--- config.mk ---
export PLATFORM = sky130hd
export DESIGN_NAME = dac_port_writer
export DESIGN_NICKNAME = d
export VERILOG_FILES = /design/src/rtl/dacwr_pkg.sv /design/src/rtl/dacwr_seq.sv /design/src/rtl/dacwr_word_reg.sv /design/src/rtl/dacwr_strobe_dec.sv /design/src/rtl/dac_port_writer.sv
export SDC_FILE = /design/constraint.sdc
export NUM_CORES = 1
export LEC_CHECK = 0
export BUFFER_PORTS_ARGS = -buffer_cell sky130_fd_sc_hd__buf_2
export CAP_MARGIN = 20
export CORE_ASPECT_RATIO = 0.75
export CORE_MARGIN = 4
export CORE_UTILIZATION = 35
export CTS_BUF_LIST = sky130_fd_sc_hd__clkbuf_16
export CTS_CLUSTER_DIAMETER = 150
export DETAILED_ROUTE_END_ITERATION = 12
export GPL_ROUTABILITY_DRIVEN = 1
export PLACE_DENSITY_LB_ADDON = 0.08
export SYNTH_ARGS = -nofsm -noshare
export SYNTH_HDL_FRONTEND = slang
export SYNTH_SLANG_ARGS = --single-unit
--- constraint.sdc ---
create_clock -name clk -period 2.1 [get_ports clk]
set_input_delay 0.21 -clock clk [delete_from_list [all_inputs] [get_ports clk]]
set_output_delay 0.21 -clock clk [all_outputs]
set_load 0.02 [all_outputs]
--- src/rtl/dacwr_pkg.sv ---
package dacwr_pkg;

  typedef enum logic [2:0] {
    ST_IDLE   = 3'd0,
    ST_SETUP  = 3'd1,
    ST_STROBE = 3'd2,
    ST_HOLD   = 3'd3,
    ST_NEXT   = 3'd4
  } wr_state_e;

  // A zero interval is never allowed on the port: round up to one cycle.
  function automatic int unsigned at_least_one(input int unsigned x);
    return (x == 0) ? 1 : x;
  endfunction

  function automatic int unsigned max3(input int unsigned a, input int unsigned b,
                                       input int unsigned c);
    int unsigned m;
    m = (a > b) ? a : b;
    return (m > c) ? m : c;
  endfunction

  // Cycles between driving select/data and the strobe falling. The strobe
  // width itself counts toward every setup measured to the rising edge.
  function automatic int unsigned lead_len(input int unsigned cs_su, input int unsigned sel_su,
                                           input int unsigned dat_su, input int unsigned pulse);
    int unsigned m;
    int unsigned p;
    m = max3(cs_su, sel_su, dat_su);
    p = at_least_one(pulse);
    return (m > p) ? (m - p) : 1;
  endfunction

endpackage

--- src/rtl/dacwr_seq.sv ---
module dacwr_seq
  import dacwr_pkg::*;
#(
  parameter int unsigned LEAD  = 1,
  parameter int unsigned PULSE = 1,
  parameter int unsigned HOLDC = 1,
  localparam int unsigned MAXD = max3(LEAD, PULSE, HOLDC),
  localparam int unsigned CW   = $clog2(MAXD + 1)
) (
  input  logic      clk,
  input  logic      rst_n,
  input  logic      start,
  input  logic      second_pending,
  output wr_state_e state,
  output logic      accept_evt,
  output logic      swap_evt
);

  localparam logic [CW-1:0] LEAD_M1  = CW'(LEAD - 1);
  localparam logic [CW-1:0] PULSE_M1 = CW'(PULSE - 1);
  localparam logic [CW-1:0] HOLD_M1  = CW'(HOLDC - 1);

  wr_state_e      nxt;
  logic [CW-1:0]  cnt;
  logic           cnt_zero;

  assign cnt_zero   = (cnt == '0);
  assign accept_evt = (state == ST_IDLE) && start;
  assign swap_evt   = (state == ST_HOLD) && cnt_zero && second_pending;

  always_comb begin
    nxt = state;
    case (state)
      ST_IDLE:   if (start)    nxt = ST_SETUP;
      ST_SETUP:  if (cnt_zero) nxt = ST_STROBE;
      ST_STROBE: if (cnt_zero) nxt = ST_HOLD;
      ST_HOLD:   if (cnt_zero) nxt = second_pending ? ST_NEXT : ST_IDLE;
      ST_NEXT:   nxt = ST_SETUP;
      default:   nxt = ST_IDLE;
    endcase
  end

  function automatic logic [CW-1:0] entry_count(input wr_state_e s);
    case (s)
      ST_SETUP:  return LEAD_M1;
      ST_STROBE: return PULSE_M1;
      ST_HOLD:   return HOLD_M1;
      default:   return '0;
    endcase
  endfunction

  always_ff @(posedge clk or negedge rst_n) begin
    if (!rst_n) begin
      state <= ST_IDLE;
      cnt   <= '0;
    end else begin
      state <= nxt;
      if (nxt != state)   cnt <= entry_count(nxt);
      else if (!cnt_zero) cnt <= cnt - 1'b1;
    end
  end

endmodule

--- src/rtl/dacwr_word_reg.sv ---
module dacwr_word_reg #(
  parameter int unsigned DW = 8
) (
  input  logic          clk,
  input  logic          rst_n,
  input  logic          load,
  input  logic          swap,
  input  logic          in_chan,
  input  logic          in_pair,
  input  logic [DW-1:0] in_data,
  input  logic [DW-1:0] in_data_b,
  output logic          sel,
  output logic [DW-1:0] db,
  output logic          pending
);

  logic [DW-1:0] spare_q;

  always_ff @(posedge clk or negedge rst_n) begin
    if (!rst_n) begin
      sel     <= 1'b0;
      db      <= '0;
      pending <= 1'b0;
      spare_q <= '0;
    end else if (load) begin
      sel     <= in_pair ? 1'b0 : in_chan;
      db      <= in_data;
      pending <= in_pair;
      spare_q <= in_data_b;
    end else if (swap) begin
      sel     <= 1'b1;
      db      <= spare_q;
      pending <= 1'b0;
    end
  end

endmodule

--- src/rtl/dacwr_strobe_dec.sv ---
module dacwr_strobe_dec
  import dacwr_pkg::*;
(
  input  wr_state_e state,
  output logic      cs_n,
  output logic      wr_n,
  output logic      ready
);

  // Decoded straight from the state flops: one-hot-like compares, no
  // combinational input reaches the port strobes.
  assign ready = (state == ST_IDLE);
  assign cs_n  = (state == ST_IDLE);
  assign wr_n  = (state != ST_STROBE);

endmodule

--- src/rtl/dac_port_writer.sv ---
module dac_port_writer
  import dacwr_pkg::*;
#(
  parameter int unsigned DW         = 8,
  parameter int unsigned CS_SETUP   = 2,
  parameter int unsigned SEL_SETUP  = 2,
  parameter int unsigned DATA_SETUP = 2,
  parameter int unsigned WR_PULSE   = 2,
  parameter int unsigned HOLD       = 1
) (
  input  logic          clk,
  input  logic          rst_n,
  input  logic          req_valid,
  output logic          req_ready,
  input  logic          req_chan,
  input  logic          req_pair,
  input  logic [DW-1:0] req_data,
  input  logic [DW-1:0] req_data_b,
  output logic          dac_cs_n,
  output logic          dac_wr_n,
  output logic          dac_sel,
  output logic [DW-1:0] dac_db
);

  localparam int unsigned PULSE_C = at_least_one(WR_PULSE);
  localparam int unsigned HOLD_C  = at_least_one(HOLD);
  localparam int unsigned LEAD_C  = lead_len(CS_SETUP, SEL_SETUP, DATA_SETUP, WR_PULSE);

  wr_state_e state;
  logic      accept_evt;
  logic      swap_evt;
  logic      second_pending;

  dacwr_seq #(
    .LEAD (LEAD_C),
    .PULSE(PULSE_C),
    .HOLDC(HOLD_C)
  ) u_seq (
    .clk           (clk),
    .rst_n         (rst_n),
    .start         (req_valid),
    .second_pending(second_pending),
    .state         (state),
    .accept_evt    (accept_evt),
    .swap_evt      (swap_evt)
  );

  dacwr_word_reg #(.DW(DW)) u_word (
    .clk      (clk),
    .rst_n    (rst_n),
    .load     (accept_evt),
    .swap     (swap_evt),
    .in_chan  (req_chan),
    .in_pair  (req_pair),
    .in_data  (req_data),
    .in_data_b(req_data_b),
    .sel      (dac_sel),
    .db       (dac_db),
    .pending  (second_pending)
  );

  dacwr_strobe_dec u_dec (
    .state(state),
    .cs_n (dac_cs_n),
    .wr_n (dac_wr_n),
    .ready(req_ready)
  );

endmodule

==> results of run 1 <==
worst register-to-register path: stages, from the launching register on:
cell and delay [ns]:
dfrtp_1 0.49, nor4b_4 0.29, buf_4 0.27, mux2_2 0.36, mux2_1 0.29
state kept, by name, indices dropped and copies added, names as in the netlist:
name	flops
u_word.db	8
u_word.sel	1
u_seq.state	3
u_word.pending	1
u_seq.cnt	2
u_word.spare_q	8
cells in the final DEF (no fill, tap or decap), types with 3 or more instances in the layout:
master	n
clkbuf_16	3
buf_4	5
dfrtp_1	23
buf_2	32
mux2_1	8
mux2_2	16
inv_1	3
nand2_1	3
worst max path at each step:
stage / start / endpoint
after global placement: u_seq.state[0]$_DFF_PN0_ / u_word.db[7]$_DFFE_PN0P_
after global routing: u_seq.state[0]$_DFF_PN0_ / u_word.db[3]$_DFFE_PN0P_
after detailed placement: u_seq.state[0]$_DFF_PN0_ / u_word.db[5]$_DFFE_PN0P_
after CTS: u_seq.state[0]$_DFF_PN0_ / u_word.db[5]$_DFFE_PN0P_
final: u_seq.state[0]$_DFF_PN0_ / u_word.db[5]$_DFFE_PN0P_
after floorplan: u_seq.state[0]$_DFF_PN0_ / u_word.db[0]$_DFFE_PN0P_
logic make-up (layout without fill, tap and decap cells):
logic type | after synthesis | in the layout | synth area share [%]
XOR/XNOR | 1 | 1 | 0.798
AND/OR/NAND/NOR | 16 | 16 | 10.3
buffers and inverters | 9 | 45 | 5.02
multiplexers | 24 | 24 | 24.6
adder cells (fa/ha/maj) | 1 | 1 | 1.14
AO/OA/AOI/OAI | 9 | 9 | 5.70
flip-flops | 23 | 23 | 52.5
metrics by stage:
stage	instances	worst slack, ns
4_1_cts	157	0.268
3_3_place_gp	152	0.325
5_1_grt	157	0.188
3_5_place_dp	152	0.281
2_1_floorplan	83	0.340
6_report	157	0.288
layer usage:
layer | share of wire, % | up-vias | GRT usage [%] | wire [um]
li1 | - | 371 | - | -
met1 | 43 | 358 | 14.3 | 924
met2 | 48 | 24 | 18.8 | 1010
met3 | 7.7 | 4 | 4.65 | 164
met4 | 1.1 | 0 | 3.16 | 23
met5 | 0 | - | 0 | 0
cell type report:
type	instances	area, um2
fillers	287	1590
flip-flops and latches	23	576
multi-input cells	51	467
repair buffers	38	208
clock buffers	3	75.1
well taps	38	47.5
inverters	3	11.3
clock inverters	1	5.00
report_power, final:
group | leakage, uW | switching [uW] | internal (uW)
logic | 0.000327 | 456 | 477
registers | 0.000276 | 140 | 666
clock network | 0.0000409 | 150 | 256
==> impl_metrics.env, run 1 <==
export IMPL_max_slew_margin_rel_pct=65.4
export IMPL_peakVddDrop_v=0.000567
export IMPL_htreeDepth=1
export IMPL_min_path_type="primary input to flop"
export IMPL_port_buffers=32
export IMPL_root_buffer="clkbuf_16"
export IMPL_fmax_mhz=552
export IMPL_grt_total_usage_pct=11.6
export IMPL_antenna_found_initial=0
export IMPL_synth_top_area_share_pct=52.5
export IMPL_synth_edff_count=0
export IMPL_worstPathCellList="nor4b_4 -> buf_4 -> mux2_2 -> mux2_1"
export IMPL_final_nets=142
export IMPL_wirelength_um=2130
export IMPL_yosysSeqAreaShare_pct=52.5
export IMPL_clk_pin_slew_worst_paths_ns=0.06
export IMPL_area_growth_pct=26.6
export IMPL_grt_first_pass_wirelength_um=3680
export IMPL_ant_nets=0
export IMPL_synth_fp_nets=105
export IMPL_clock_sinks=23
export IMPL_clkLatencyLatePin_ns=0.25
export IMPL_gp_congestion=0.662
export IMPL_tritoncts="done"
export IMPL_min_delay_start="req_data_b[1]"
export IMPL_dr_pass1_iters=4
export IMPL_grt_pass1_vias=819
export IMPL_synth_warnings=0
export IMPL_initial_core_util_pct=36.8
export IMPL_dpl_cell_area_um2=1300
export IMPL_wl_per_cell_um=13.5
export IMPL_path_buf_inv=1
export IMPL_ys_dominant_reg_cell="dfrtp_1"
export IMPL_diodes=0
export IMPL_yosysTopAreaCell="dfrtp_1"
export IMPL_synth_common_cells="23 x dfrtp_1, 16 x mux2_2, 8 x mux2_1, 3 x inv_1, 3 x nand2_1"
export IMPL_worst_pin_slew_ns=0.519
export IMPL_syn_area_per_cell_um2=13.2
export IMPL_r2r_setup_slack_ns=0.29
export IMPL_cp_slowest_cell="dfrtp_1"
export IMPL_drv_slew=0
export IMPL_async_reset_ff_share_pct=100
export IMPL_p_leak_uw=0.000644
export IMPL_drive_gt1_share_pct=50.4
export IMPL_fin_crit_sh_pct=86.3
export IMPL_vias=757
export IMPL_synthDistinctLibCells=28
export IMPL_cap_violations=0
export IMPL_coreArea_um2=2980
export IMPL_finalSetupViolCount=0
export IMPL_ios=33
export IMPL_netlist_top_cells_area="dfrtp_1 52%, mux2_2 16%, mux2_1 8.2%"
export IMPL_path_delay_family="multiplexers"
export IMPL_final_core_util_pct=46.6
export IMPL_p_total_uw=2140
export IMPL_synthCells=83
export IMPL_min_period_ns=1.81
export IMPL_r2r_start="u_seq.state[0]$_DFF_PN0_"
export IMPL_worstPathArrival_ns=1.95
export IMPL_end_kind="flop"
export IMPL_die_w_um=72.7
export IMPL_fin_area_um2=1390
export IMPL_min_to="u_word.spare_q[1]$_DFFE_PN0P_"
export IMPL_cts_hold_fix_buffers=1
export IMPL_clockBufferDepth=2
export IMPL_dp_hpwl_um=1570
export IMPL_fp_dieH_um=56.5
export IMPL_critPathMaxStageDelay_ns=0.49
export IMPL_crit_fanout=16
export IMPL_overflow=0
export IMPL_outcome="finished clean"
export IMPL_r2r_end="u_word.db[5]$_DFFE_PN0P_"
export IMPL_finClkSkew_ns=0.00237
export IMPL_crit_cells=4
export IMPL_netlist_area_um2=1100
export IMPL_drtIter0Drc=12
export IMPL_startpoint_type="flop"
export IMPL_cts_setup_buffers=0
export IMPL_yosysMostFrequentCell="dfrtp_1"
export IMPL_reg2reg_depth=4
export IMPL_grt_max_degree=24
export IMPL_crit_type="flop to flop"
export IMPL_tns_ns=0
export IMPL_powerDensity_nw_per_um2=1540
export IMPL_routed_via_density=4.82
export IMPL_finalHoldViolCount=0
export IMPL_num_rows=17
export IMPL_die_area_um2=4100
export IMPL_numCtsBuffers=3
export IMPL_cp_data_required_time_ns=2.23
export IMPL_min_path_cells=2
export IMPL_drc=0
export IMPL_rsz0062_at_grt="no"
export IMPL_cts_resized=0
export IMPL_whs_ns=0.185
export IMPL_ys_ff_latch=23
Note: power is estimated with default switching activity, not from simulation.
==> run 2, diff against run 1 <==
Settings changed: REMOVE_ABC_BUFFERS set to 1.
==> impl_metrics.env, run 2 (synthesis results as in run 1) <==
export IMPL_outcome="finished clean"
export IMPL_cts_setup_buffers=0
export IMPL_htreeDepth=1
export IMPL_setup_ws_ns=0.299
export IMPL_drtIter0Drc=10
export IMPL_final_nets=142
export IMPL_diodes=0
export IMPL_crit_fanout=10
export IMPL_finalSetupViolCount=0
export IMPL_grt_pass1_vias=833
export IMPL_area_growth_pct=27.7
export IMPL_dp_hpwl_um=1610
export IMPL_crit_path_start="u_seq.state[1]$_DFF_PN0_"
export IMPL_end_kind="flop"
export IMPL_coreArea_um2=2980
export IMPL_fin_crit_sh_pct=85.8
export IMPL_port_buffers=32
export IMPL_min_period_ns=1.80
export IMPL_dr_pass1_iters=4
export IMPL_finClkSkew_ns=0.00191
export IMPL_cap_violations=0
export IMPL_die_area_um2=4100
export IMPL_grt_first_pass_wirelength_um=3770
export IMPL_crit_end="u_word.db[0]$_DFFE_PN0P_"
export IMPL_dp_worst_setup_slack_ns=0.288
export IMPL_reg2reg_depth=4
export IMPL_drive_gt1_share_pct=50.4
export IMPL_min_path_type="primary input to flop"
export IMPL_final_cell_mix="32 x buf_2, 23 x dfrtp_1, 16 x mux2_2, 8 x mux2_1, 4 x buf_4"
export IMPL_clockBufferDepth=2
export IMPL_cts_resized=0
export IMPL_peakVddDrop_v=0.000686
export IMPL_r2r_end="u_word.db[0]$_DFFE_PN0P_"
export IMPL_fp_dieH_um=56.5
export IMPL_grt_max_degree=24
export IMPL_root_buffer="clkbuf_16"
export IMPL_clkLatencyLatePin_ns=0.25
export IMPL_cts_hold_fix_buffers=1
export IMPL_overflow=0
export IMPL_cp_data_required_time_ns=2.23
export IMPL_r2r_start="u_seq.state[1]$_DFF_PN0_"
export IMPL_worst_pin_slew_ns=0.501
export IMPL_clock_sinks=23
export IMPL_ios=33
export IMPL_grt_total_usage_pct=11.8
export IMPL_max_slew_margin_rel_pct=66.6
export IMPL_clk_pin_slew_worst_paths_ns=0.06
export IMPL_tns_ns=0
export IMPL_worstPathArrival_ns=1.93
export IMPL_antenna_found_initial=0
export IMPL_powerDensity_nw_per_um2=1550
export IMPL_final_common_cell="buf_2"
export IMPL_p_total_uw=2170
export IMPL_vias=759
export IMPL_drc=0
export IMPL_tritoncts="done"
export IMPL_rsz0062_at_grt="no"
export IMPL_wl_per_cell_um=13.3
export IMPL_p_leak_uw=0.000646
export IMPL_drv_slew=0
export IMPL_reg_top3="u_word.db: 8 flops, u_word.spare_q: 8 flops, u_seq.state: 3 flops"
export IMPL_gp_congestion=0.740
export IMPL_ant_nets=0
export IMPL_initial_core_util_pct=36.8
export IMPL_wirelength_um=2090
export IMPL_num_rows=17
export IMPL_routed_via_density=4.83
export IMPL_r2r_setup_slack_ns=0.30
export IMPL_startpoint_type="flop"
export IMPL_die_w_um=72.7
export IMPL_fillCellCount=289
export IMPL_finalHoldViolCount=0
export IMPL_numCtsBuffers=3
export IMPL_fmax_mhz=555
export IMPL_crit_type="flop to flop"
## run 2: cell counts in the layout (fill, tap and decap cells not counted)
No cell type changed its count.
## run 2: metrics by stage
step	hold WS, ns	utilization [%]	instance area (um2)	instances
6_report	0.187	47.1	1400	157
3_3_place_gp	0.213	44.0	1310	152
4_1_cts	0.186	47.1	1400	157
5_1_grt	0.188	47.1	1400	157
2_1_floorplan	-0.0856	-	1050	77
3_5_place_dp	0.215	44.0	1310	152
## run 2: worst max-delay path: stages, from the launching register on
cell     delay, ns
dfrtp_1       0.41
buf_4         0.18
nor3b_1       0.33
o21ba_2       0.39
mux2_1        0.37
## run 2: where the power goes
group	internal (uW)	total, uW	switching [uW]	leakage [uW]
logic	496	984	489	0.000329
clock network	256	401	146	0.0000409
registers	667	780	113	0.000276
## run 2: cell type report
type / instances / area, um2 / area share (%)
timing repair buffer: 38 / 220 / 15.7
sequential: 23 / 576 / 41.1
tap: 38 / 47.5 / 3.39
clock inverter: 1 / 5.00 / 0.357
inverter: 3 / 11.3 / 0.804
clock buffer: 3 / 75.1 / 5.36
multi-input combinational: 51 / 467 / 33.3
## run 2: per-layer routing
layer  track usage (%)  up-vias  share of wire (%)
met2              18.9       19                 46
met3              5.19        2                7.0
met5                 0        -                  0
met1              14.6      370                 46
li1                  -      368                  -
met4              2.37        0               0.57
## run 2: how the worst min path moves through the flow
stage / start / end / cells past startpoint
6_report: req_data_b[7] / u_word.spare_q[7]$_DFFE_PN0P_ / 2
5_1_grt: req_data_b[7] / u_word.spare_q[7]$_DFFE_PN0P_ / 2
4_1_cts: req_data_b[7] / u_word.spare_q[7]$_DFFE_PN0P_ / 2
3_5_place_dp: rst_n / u_word.db[3]$_DFFE_PN0P_ / 1
3_3_place_gp: rst_n / u_word.spare_q[3]$_DFFE_PN0P_ / 1
2_1_floorplan: rst_n / u_seq.cnt[0]$_DFFE_PN0P_ / 0
